## src/rtl/pt_walker_pkg.sv

```systemverilog
package pt_walker_pkg;

  localparam int WORD_W     = 32;
  localparam int PAGE_SHIFT = 12;
  localparam int PPN_W      = WORD_W - PAGE_SHIFT;

  // entry bit positions
  localparam int PTE_VALID = 0;
  localparam int PTE_DIRTY = 1;
  localparam int PTE_RD    = 2;
  localparam int PTE_WR    = 3;
  localparam int PTE_EX    = 4;

  typedef enum logic [1:0] {
    RES_OK       = 2'd0,
    RES_NO_TABLE = 2'd1,
    RES_ABSENT   = 2'd2,
    RES_PROT     = 2'd3
  } walkRes_e;

  typedef enum logic [1:0] {
    ACC_READ  = 2'd0,
    ACC_WRITE = 2'd1,
    ACC_EXEC  = 2'd2,
    ACC_RSV   = 2'd3
  } walkAcc_e;

  typedef enum logic [2:0] {
    ST_IDLE,
    ST_L1_REQ,
    ST_L1_WAIT,
    ST_L2_REQ,
    ST_L2_WAIT,
    ST_DONE
  } walkState_e;

  // strobes from control to datapath
  typedef struct packed {
    logic capStart;
    logic capPtr;
    logic capNull;
    logic capPte;
    logic selL2;
  } walkCtl_t;

  // validity first, then permission
  function automatic walkRes_e classifyPte(input logic [4:0] flags, input walkAcc_e acc);
    walkRes_e res;
    if (!flags[PTE_VALID]) begin
      res = RES_ABSENT;
    end else begin
      unique case (acc)
        ACC_READ:  res = flags[PTE_RD] ? RES_OK : RES_PROT;
        ACC_WRITE: res = flags[PTE_WR] ? RES_OK : RES_PROT;
        ACC_EXEC:  res = flags[PTE_EX] ? RES_OK : RES_PROT;
        default:   res = RES_PROT;
      endcase
    end
    return res;
  endfunction

endpackage

```

## src/rtl/pt_walker_ctrl.sv

```systemverilog
module pt_walker_ctrl
  import pt_walker_pkg::*;
(
  input  logic     clk,
  input  logic     rstN,
  input  logic     startValid,
  input  logic     memReqReady,
  input  logic     memRspValid,
  input  logic     ptrNull,
  output walkCtl_t ctl,
  output logic     busy,
  output logic     memReqValid,
  output logic     done
);

  walkState_e state, stateNxt;

  always_ff @(posedge clk) begin
    if (!rstN) state <= ST_IDLE;
    else       state <= stateNxt;
  end

  always_comb begin
    stateNxt = state;
    ctl      = '0;
    unique case (state)
      ST_IDLE: begin
        if (startValid) begin
          ctl.capStart = 1'b1;
          stateNxt     = ST_L1_REQ;
        end
      end
      ST_L1_REQ: begin
        if (memReqReady) stateNxt = ST_L1_WAIT;
      end
      ST_L1_WAIT: begin
        if (memRspValid) begin
          if (ptrNull) begin
            ctl.capNull = 1'b1;
            stateNxt    = ST_DONE;
          end else begin
            ctl.capPtr = 1'b1;
            stateNxt   = ST_L2_REQ;
          end
        end
      end
      ST_L2_REQ: begin
        ctl.selL2 = 1'b1;
        if (memReqReady) stateNxt = ST_L2_WAIT;
      end
      ST_L2_WAIT: begin
        ctl.selL2 = 1'b1;
        if (memRspValid) begin
          ctl.capPte = 1'b1;
          stateNxt   = ST_DONE;
        end
      end
      ST_DONE:  stateNxt = ST_IDLE;
      default:  stateNxt = ST_IDLE;
    endcase
  end

  assign busy        = (state != ST_IDLE);
  assign memReqValid = (state == ST_L1_REQ) || (state == ST_L2_REQ);
  assign done        = (state == ST_DONE);

  AST_DONE_SINGLE: assert property (@(posedge clk) disable iff (!rstN)
    done |=> !done);
  AST_IDLE_QUIET: assert property (@(posedge clk) disable iff (!rstN)
    !busy |-> (!memReqValid && !done));
  AST_START_TAKEN: assert property (@(posedge clk) disable iff (!rstN)
    (startValid && !busy) |=> (busy && memReqValid));
  AST_NULL_NO_L2: assert property (@(posedge clk) disable iff (!rstN)
    ctl.capNull |=> (done && !memReqValid));

endmodule

```

## src/rtl/pt_walker_dp.sv

```systemverilog
module pt_walker_dp
  import pt_walker_pkg::*;
#(
  parameter int VPN_W    = 20,
  parameter int L1_IDX_W = 10
) (
  input  logic              clk,
  input  logic              rstN,
  input  walkCtl_t          ctl,
  input  logic              busy,
  input  logic              rootWe,
  input  logic [WORD_W-1:0] rootData,
  input  logic [VPN_W-1:0]  startVpn,
  input  logic [1:0]        startAcc,
  input  logic [WORD_W-1:0] memRspData,
  output logic              ptrNull,
  output logic [WORD_W-1:0] memReqAddr,
  output logic [1:0]        resultCode,
  output logic [PPN_W-1:0]  resultPpn
);

  localparam int L2_IDX_W = VPN_W - L1_IDX_W;
  localparam int PAD1_W   = WORD_W - L1_IDX_W - 2;
  localparam int PAD2_W   = WORD_W - L2_IDX_W - 2;

  logic [WORD_W-1:0] rootQ;
  logic [WORD_W-1:0] ptrQ;
  logic [VPN_W-1:0]  vpnQ;
  walkAcc_e          accQ;
  walkRes_e          codeQ;
  logic [PPN_W-1:0]  ppnQ;

  logic [L1_IDX_W-1:0] idx1;
  logic [L2_IDX_W-1:0] idx2;
  logic [WORD_W-1:0]   off1, off2, addr1, addr2;
  walkRes_e            pteRes;

  always_ff @(posedge clk) begin
    if (!rstN)               rootQ <= '0;
    else if (rootWe && !busy) rootQ <= rootData;
  end

  always_ff @(posedge clk) begin
    if (!rstN) begin
      vpnQ <= '0;
      accQ <= ACC_READ;
    end else if (ctl.capStart) begin
      vpnQ <= startVpn;
      accQ <= walkAcc_e'(startAcc);
    end
  end

  always_ff @(posedge clk) begin
    if (!rstN)           ptrQ <= '0;
    else if (ctl.capPtr) ptrQ <= memRspData;
  end

  assign idx1  = vpnQ[VPN_W-1:L2_IDX_W];
  assign idx2  = vpnQ[L2_IDX_W-1:0];
  assign off1  = {{PAD1_W{1'b0}}, idx1, 2'b00};
  assign off2  = {{PAD2_W{1'b0}}, idx2, 2'b00};
  assign addr1 = rootQ + off1;
  assign addr2 = ptrQ + off2;
  assign memReqAddr = ctl.selL2 ? addr2 : addr1;

  assign ptrNull = (memRspData == '0);
  assign pteRes  = classifyPte(memRspData[PTE_EX:PTE_VALID], accQ);

  always_ff @(posedge clk) begin
    if (!rstN) begin
      codeQ <= RES_OK;
      ppnQ  <= '0;
    end else if (ctl.capNull) begin
      codeQ <= RES_NO_TABLE;
      ppnQ  <= '0;
    end else if (ctl.capPte) begin
      codeQ <= pteRes;
      ppnQ  <= (pteRes == RES_OK) ? memRspData[WORD_W-1:PAGE_SHIFT] : '0;
    end
  end

  assign resultCode = codeQ;
  assign resultPpn  = ppnQ;

  AST_ROOT_FROZEN: assert property (@(posedge clk) disable iff (!rstN)
    busy |=> $stable(rootQ));
  AST_VPN_FROZEN: assert property (@(posedge clk) disable iff (!rstN)
    (busy && !ctl.capStart) |=> $stable(vpnQ));
  AST_ABSENT_FIRST: assert property (@(posedge clk) disable iff (!rstN)
    (ctl.capPte && !memRspData[PTE_VALID]) |=> (resultCode == 2'd2));

endmodule

```

## src/rtl/pt_walker.sv

```systemverilog
module pt_walker
  import pt_walker_pkg::*;
#(
  parameter int VPN_W    = 20,
  parameter int L1_IDX_W = 10
) (
  input  logic              clk,
  input  logic              rstN,
  input  logic              rootWe,
  input  logic [WORD_W-1:0] rootData,
  input  logic              startValid,
  input  logic [VPN_W-1:0]  startVpn,
  input  logic [1:0]        startAcc,
  output logic              busy,
  output logic              memReqValid,
  input  logic              memReqReady,
  output logic [WORD_W-1:0] memReqAddr,
  input  logic              memRspValid,
  input  logic [WORD_W-1:0] memRspData,
  output logic              done,
  output logic [1:0]        resultCode,
  output logic [PPN_W-1:0]  resultPpn
);

  walkCtl_t ctl;
  logic     ptrNull;

  pt_walker_ctrl u_ctrl (
    .clk         (clk),
    .rstN        (rstN),
    .startValid  (startValid),
    .memReqReady (memReqReady),
    .memRspValid (memRspValid),
    .ptrNull     (ptrNull),
    .ctl         (ctl),
    .busy        (busy),
    .memReqValid (memReqValid),
    .done        (done)
  );

  pt_walker_dp #(
    .VPN_W    (VPN_W),
    .L1_IDX_W (L1_IDX_W)
  ) u_dp (
    .clk        (clk),
    .rstN       (rstN),
    .ctl        (ctl),
    .busy       (busy),
    .rootWe     (rootWe),
    .rootData   (rootData),
    .startVpn   (startVpn),
    .startAcc   (startAcc),
    .memRspData (memRspData),
    .ptrNull    (ptrNull),
    .memReqAddr (memReqAddr),
    .resultCode (resultCode),
    .resultPpn  (resultPpn)
  );

  AST_REQ_HOLD: assert property (@(posedge clk) disable iff (!rstN)
    (memReqValid && !memReqReady) |=> (memReqValid && $stable(memReqAddr)));
  AST_FAULT_ZERO_PPN: assert property (@(posedge clk) disable iff (!rstN)
    (done && resultCode != 2'd0) |-> (resultPpn == '0));

endmodule

```

## config.mk

```make
export PLATFORM = sky130hd
export DESIGN_NAME = pt_walker
export DESIGN_NICKNAME = d
export VERILOG_FILES = /design/src/rtl/pt_walker_pkg.sv /design/src/rtl/pt_walker_ctrl.sv /design/src/rtl/pt_walker_dp.sv /design/src/rtl/pt_walker.sv
export SDC_FILE = /design/constraint.sdc
export NUM_CORES = 1
export LEC_CHECK = 0
export BUFFER_PORTS_ARGS = -buffer_cell sky130_fd_sc_hd__buf_2
export CORE_MARGIN = 2
export CORE_UTILIZATION = 55
export DETAILED_ROUTE_END_ITERATION = 8
export PLACE_DENSITY_LB_ADDON = 0.3
export SETUP_SLACK_MARGIN = 0.02
export SYNTH_ARGS = -nofsm -noshare
export SYNTH_HDL_FRONTEND = slang
export SYNTH_SLANG_ARGS = --single-unit
```

## constraint.sdc

```tcl
create_clock -name clk -period 3.4 [get_ports clk]
set_input_delay 0.34 -clock clk [delete_from_list [all_inputs] [get_ports clk]]
set_output_delay 0.34 -clock clk [all_outputs]
set_load 0.01 [all_outputs]
```

==> out/metrics.cfg, run 1 <==
[status]
outcome = completed

[worst_hold_path]
hold_depth = 3
hold_path.class = primary input to flop

[yosys]
synth_top_area_cell = sky130_fd_sc_hd__dfxtp_1
async_reset_ff_share_pct = 0
yosys-top-cells-area = sky130_fd_sc_hd__dfxtp_1, sky130_fd_sc_hd__nand2_1, sky130_fd_sc_hd__mux2i_1
synth-seq-cells = 111
synthCells = 781
mean_cell_area_of_the_mapped_netlist_sq_um = 8.15
synthTopCellsByCount = sky130_fd_sc_hd__nand2_1, sky130_fd_sc_hd__dfxtp_1, sky130_fd_sc_hd__a21boi_0
synth.net_count = 895
yosysWarnings = 0
synth.cell_area_sq_um = 6360
post_synth_num_cell_types = 56
yosys.area.top_type_share_pct = 34.9
synth-edff-count = 0
synthMostInstantiatedCell = sky130_fd_sc_hd__nand2_1
synth.yosys.seq_area_share_pct = 34.9
yosys_most_used_dff = sky130_fd_sc_hd__dfxtp_1

[global_route]
antenna_found_initial = 0
grt_max_degree = 62
gr-total-overflow = 0
grt_pass1_vias = 5677
first_pass_grt_wire_length_um = 27900
grt_use_total_pct = 27.5

[worst_setup_path]
worst_setup_path_end_kind = primary output
worst-endpoint-arrival_ps = 2930
crit_fanout = 6
worstSetupPathType = flop to primary output
cp_data_required_time_ps = 3060
critPathLaunchType = flop
reg2reg_depth = 4

[place]
routabilityCongestion = 0.874
io_buffers = 148
place_worst_setup_slack_ps = 466
dpl.hpwl_um = 12600

[floorplan]
core-area_sq_um = 11400
initial_utilization_pct = 56.0
die_h_um = 112
die-area_sq_um = 12400
io_pins = 149
die_w_um = 112
core.rowCount = 39

[clocking]
clock_tree_from_tritoncts = done
numCtsBuffers = 9
cts_sinks = 111
clk_latency_ps = 370
post_cts_hold_buffer_count = 0
htree_levels = 3
clock_tree.buffer_depth = 2
clockRootBuffer = sky130_fd_sc_hd__clkbuf_16
clk_pin_slew_worst_paths_ps = 80

[cells_and_area]
nNetsFinal = 1027
layout_overhead_on_the_synthesized_area_pct = 20.7
antennaDiodeCount = 0
drive_above_1_share_pct = 22.0

[sta]
final_worst_slack_ps = 130
timing_hold_violations_final = 0
clock.fmax_mhz = 306
final.setup_skew_ps = 10.1
final_period_minus_worst_setup_slack_ps = 3270
timing.slew.headroom_pct = 39.5
finalMaxSlewViolations = 0
setup_viol = 0
worst-slew-pin-transition_ps = 901
finalCritPeriodShare_pct = 96.2

[power_and_ir_drop]
power.ir.vdd_worst_uv = 387
p_leak_nw = 3.10
power-per-cell-area_nw_per_um2 = 401
total_power_mw = 3.08

[drt]
firstDrtPassIters = 5
1st_iter_drt_viols = 418
wl_per_cell_um = 16.1
via_to_cell_ratio = 5.65
drt.antenna.violating_nets = 0
remaining_drc_errors = 0
detailroute.via_count = 5998
wirelength_um = 17100

[flow_run]
timing.max_cap.violations = 0

[per-stage QoR]
stage	hold WS, ps	utilization [%]	setup TNS, ps	instances	cell area, sq um
floorplan	444	-	0	781	6360
global placement	453	63.7	0	1042	7240
detailed placement	458	63.7	0	1042	7240
CTS	202	66.6	0	1058	7570
global route	203	67.5	-6.81	1061	7680
finish	207	67.5	0	1061	7680
[logic make-up (layout without fill, tap and decap cells)]
group                    count (synthesis)  count (layout)  synth area share [%]
flip-flops                             111             111                  34.9
AO/OA/AOI/OAI                          169             169                  19.0
adder cells (fa/ha/maj)                 22              22                  4.56
AND/OR/NAND/NOR                        326             326                  23.7
XOR/XNOR                                44              44                  6.06
multiplexers                            52              52                  8.20
buffers and inverters                   57             194                  3.52
[per-layer routing]
| metal | wire (um) | share of wire [%] | track usage (%) |
|---|---|---|---|
| met5 | 0 | 0 | 0 |
| met4 | 377 | 2.2 | 9.22 |
| met3 | 942 | 5.5 | 5.50 |
| met2 | 8260 | 48 | 47.0 |
| met1 | 7530 | 44 | 35.0 |
[cell usage in the layout (no fill, tap or decap), drive strengths merged, types with 9 or more instances in the layout]
master | netlist | layout
a22oi | 22 | 22
nor2b | 35 | 35
buf | 6 | 165
nor3 | 12 | 12
nor4 | 11 | 11
nand2 | 166 | 166
inv | 12 | 16
ha | 20 | 20
dfxtp | 111 | 111
o21ai | 15 | 15
nor2 | 47 | 47
nand3 | 16 | 16
clkbuf | 38 | 9
a21boi | 58 | 58
nand4 | 10 | 10
xor2 | 12 | 12
mux2i | 51 | 51
a21oi | 30 | 30
xnor2 | 32 | 32
[final timing paths]
kind	slack, ps	from	to
worst max-delay path	130	u_dp.ptrQ[8]	memReqAddr[21]
worst min-delay path	210	rootData[20]	u_dp.rootQ[20]
worst max register to register	940	u_ctrl.state[0]	u_dp.vpnQ[15]
worst min register to register	470	u_dp.rootQ[1]	u_dp.rootQ[1]
[critical path: stages (launching register included)]
cell and delay, ps:
sky130_fd_sc_hd__dfxtp_1 320, sky130_fd_sc_hd__ha_2 380, sky130_fd_sc_hd__nand2_1 70, sky130_fd_sc_hd__a2111o_1 480, sky130_fd_sc_hd__a2111oi_4 410, sky130_fd_sc_hd__o211ai_1 140, sky130_fd_sc_hd__and3_1 200, sky130_fd_sc_hd__or3_1 400
sky130_fd_sc_hd__buf_2 160
[where the power goes]
group	switching (mW)	total [mW]	leakage, nW	internal [mW]
combinational	0.283	0.496	2.04	0.213
clock	0.560	1.16	0.162	0.603
sequential	0.0602	1.42	0.903	1.36
total	0.903	3.08	3.10	2.17
[flip-flops by register name (all words and copies together) (netlist names)]
register,flops
u_ctrl.state,3
u_dp.ptrQ,32
u_dp.vpnQ,20
u_dp.resultPpn,20
u_dp.rootQ,32
u_dp.resultCode,2
u_dp.accQ,2
[area by class of cell]
cell class              instances  area [sq um]
repair buffers                165           881
clock buffers                   9           225
flip-flops and latches        111          2220
fillers                      1024          3690
inverters                      13          48.8
well taps                     143           179
multi-input cells             613          4020
clock inverters                 7           105
[repair_timing]
| action | 4_1_cts | 5_1_grt |
|---|---|---|
| setup buffers | 0 | 3 |
| gates resized for setup | 0 | 9 |
| endpoints found under the setup margin | 0 | 13 |
No activity file was read; power rests on OpenSTA's default activity.
==> run 2, diff against run 1 <==
==> constraint.sdc (replaced) <==
create_clock -name clk -period 3.4 [get_ports clk]
set_input_delay 0.34 -clock clk [delete_from_list [all_inputs] [get_ports clk]]
set_output_delay 0.34 -clock clk [all_outputs]
set_load 0.005 [all_outputs]
==> out/metrics.cfg, run 2 (synthesized netlist as in run 1, its figures left out) <==
[status]
outcome = completed

[sta]
timing.slew.headroom_pct = 42.7  ; +3.2 points
clock.fmax_mhz = 305  ; -0.15%
setup_tns_ps = 0  ; unchanged
final_period_minus_worst_setup_slack_ps = 3280  ; +4.93 ps
worst-slew-pin-transition_ps = 857  ; -43.7 ps
finalMaxSlewViolations = 0  ; unchanged
rsz_0062_raised_after_global_routing = no
finalCritPeriodShare_pct = 96.3  ; +0.14 points
final.setup_skew_ps = 12.5  ; +2.41 ps
setup_viol = 0  ; unchanged
timing_hold_violations_final = 0  ; unchanged
hold-worst-slack_ps = 209  ; +2.21 ps

[clocking]
numCtsBuffers = 9  ; unchanged
clockRootBuffer = sky130_fd_sc_hd__clkbuf_16
htree_levels = 3  ; unchanged
cts_sinks = 111  ; unchanged
clk_pin_slew_worst_paths_ps = 80  ; about the same
clock_tree.buffer_depth = 2  ; unchanged
clk_latency_ps = 370  ; about the same
clock_tree_from_tritoncts = done

[worst_setup_path]
cp_num_buf_inv = 2  ; +1
worstSetupPathType = flop to primary output
worst_setup_path_end_kind = primary output
cpLargestDelayFamily = compound AO/OA/AOI/OAI gates
worst-endpoint-arrival_ps = 2940  ; about the same
crit_fanout = 5  ; -1
critPathLaunchType = flop
sequence_of_cells_on_the_critical_path = ha_1 -> clkinv_1 -> a2111o_1 -> a2111oi_4 -> o211ai_1 -> and3_1 -> or3_1 -> buf_2
crit_path_max_incr_delay_ps = 490  ; about the same
timing.critical_path.slowest_stage_cell = sky130_fd_sc_hd__a2111o_1
cp_data_required_time_ps = 3060  ; about the same

[place]
dpl.hpwl_um = 12700  ; +0.99%
io_buffers = 148  ; unchanged
place.detailed.instances = 1043  ; +0.096%
routabilityCongestion = 0.887  ; +1.5%
placed_area_sq_um = 7250  ; +0.10%

[drt]
wirelength_um = 16900  ; -1.3%
detailroute.via_count = 5976  ; -0.37%
drt.antenna.violating_nets = 0  ; unchanged
via_to_cell_ratio = 5.64  ; -0.27%
firstDrtPassIters = 5  ; unchanged
1st_iter_drt_viols = 320  ; -23%
wl_per_cell_um = 15.9  ; -1.2%
remaining_drc_errors = 0  ; unchanged

[floorplan]
initial_utilization_pct = 56.0  ; unchanged
die_h_um = 112  ; unchanged
core.rowCount = 39  ; unchanged
core-area_sq_um = 11400  ; unchanged
io_pins = 149  ; unchanged
die_w_um = 112  ; unchanged
die-area_sq_um = 12400  ; unchanged

[cells_and_area]
sequential_cell_area_sq_um = 2220  ; unchanged
stdcell_count = 1060  ; -0.094%
commonest_cells_after_routing_fill_and_taps_aside = sky130_fd_sc_hd__nand2_1, sky130_fd_sc_hd__buf_2, sky130_fd_sc_hd__dfxtp_1
fillCellCount = 1003  ; -2.1%
nNetsFinal = 1026  ; -0.097%
final_common_cell = sky130_fd_sc_hd__nand2_1
drive_above_1_share_pct = 21.4  ; -0.63 points
layout_overhead_on_the_synthesized_area_pct = 20.0
design_area_sq_um = 7640  ; -0.55%
total_area_of_multi_input_combinational_cells_sq_um = 3980  ; -1.1%
antennaDiodeCount = 0  ; unchanged
layout_top_registers = u_dp.ptrQ x32, u_dp.rootQ x32

[global_route]
antenna_found_initial = 0  ; unchanged
gr-total-overflow = 0  ; unchanged
first_pass_grt_wire_length_um = 27400  ; -1.7%
grt_use_total_pct = 26.9  ; -0.60 points
grt_pass1_vias = 5650  ; -0.48%
grt_max_degree = 64  ; +3.2%

[power_and_ir_drop]
power-per-cell-area_nw_per_um2 = 399  ; -0.27%
p_leak_nw = 3.10  ; about the same
power.ir.vdd_worst_uv = 331  ; -14%

[flow_run]
timing.max_cap.violations = 0  ; unchanged

[worst_hold_path]
hold_path.class = primary input to flop

-- run 2: path summary, 6_finish.rpt --
check / to / slack, ps / cells past startpoint / start
max: memReqAddr[21] / 120 / 8 / u_dp.ptrQ[7]
min reg2reg: u_dp.rootQ[0] / 470 / 2 / u_dp.rootQ[0]
min: u_dp.rootQ[30] / 210 / 3 / rootData[30]
max reg2reg: u_dp.ptrQ[3] / 1200 / 6 / u_ctrl.state[1]
-- run 2: layout make-up --
| cell class | instances | area share, % |
|---|---|---|
| Timing Repair Buffer | 164 | 11.4 |
| Clock buffer | 9 | 2.95 |
| Inverter | 13 | 0.639 |
| Multi-Input combinational cell | 613 | 52.0 |
| Sequential cell | 111 | 29.1 |
| Clock inverter | 7 | 1.49 |
| Tap cell | 143 | 2.34 |
-- run 2: timing repair --
| item | in CTS | in global routing |
|---|---|---|
| gates resized for setup | 0 | 4 |
| endpoints found under the setup margin | 0 | 13 |
| buffers inserted | 0 | 1 |
| hold buffers | 0 | 0 |
-- run 2: stage by stage --
step	worst slack (ps)	power, mW	utilization [%]
finish	125	3.05	67.2
global route	16.9	3.19	67.2
CTS	63.7	3.07	66.7
detailed placement	470	1.92	63.7
global placement	485	1.91	63.7
floorplan	854	1.72	-
-- run 2: where the power goes --
group / total [mW] / internal, mW / switching, mW
combinational: 0.477 / 0.210 / 0.267
clock: 1.16 / 0.602 / 0.557
sequential: 1.41 / 1.36 / 0.0573
total: 3.05 / 2.17 / 0.881
-- run 2: metal layers --
metal | global-route usage (%) | vias up | routed length (um)
met4 | 7.41 | 0 | 347
met1 | 33.7 | 2781 | 7410
met2 | 46.7 | 180 | 8250
met5 | 0 | - | 0
met3 | 6.31 | 26 | 883
li1 | - | 2989 | -
-- run 2: tightest hold or removal path, cell delays in order --
cell                       delay [ps]
sky130_fd_sc_hd__buf_2             90
sky130_fd_sc_hd__nand2_1           40
sky130_fd_sc_hd__a21boi_0          60
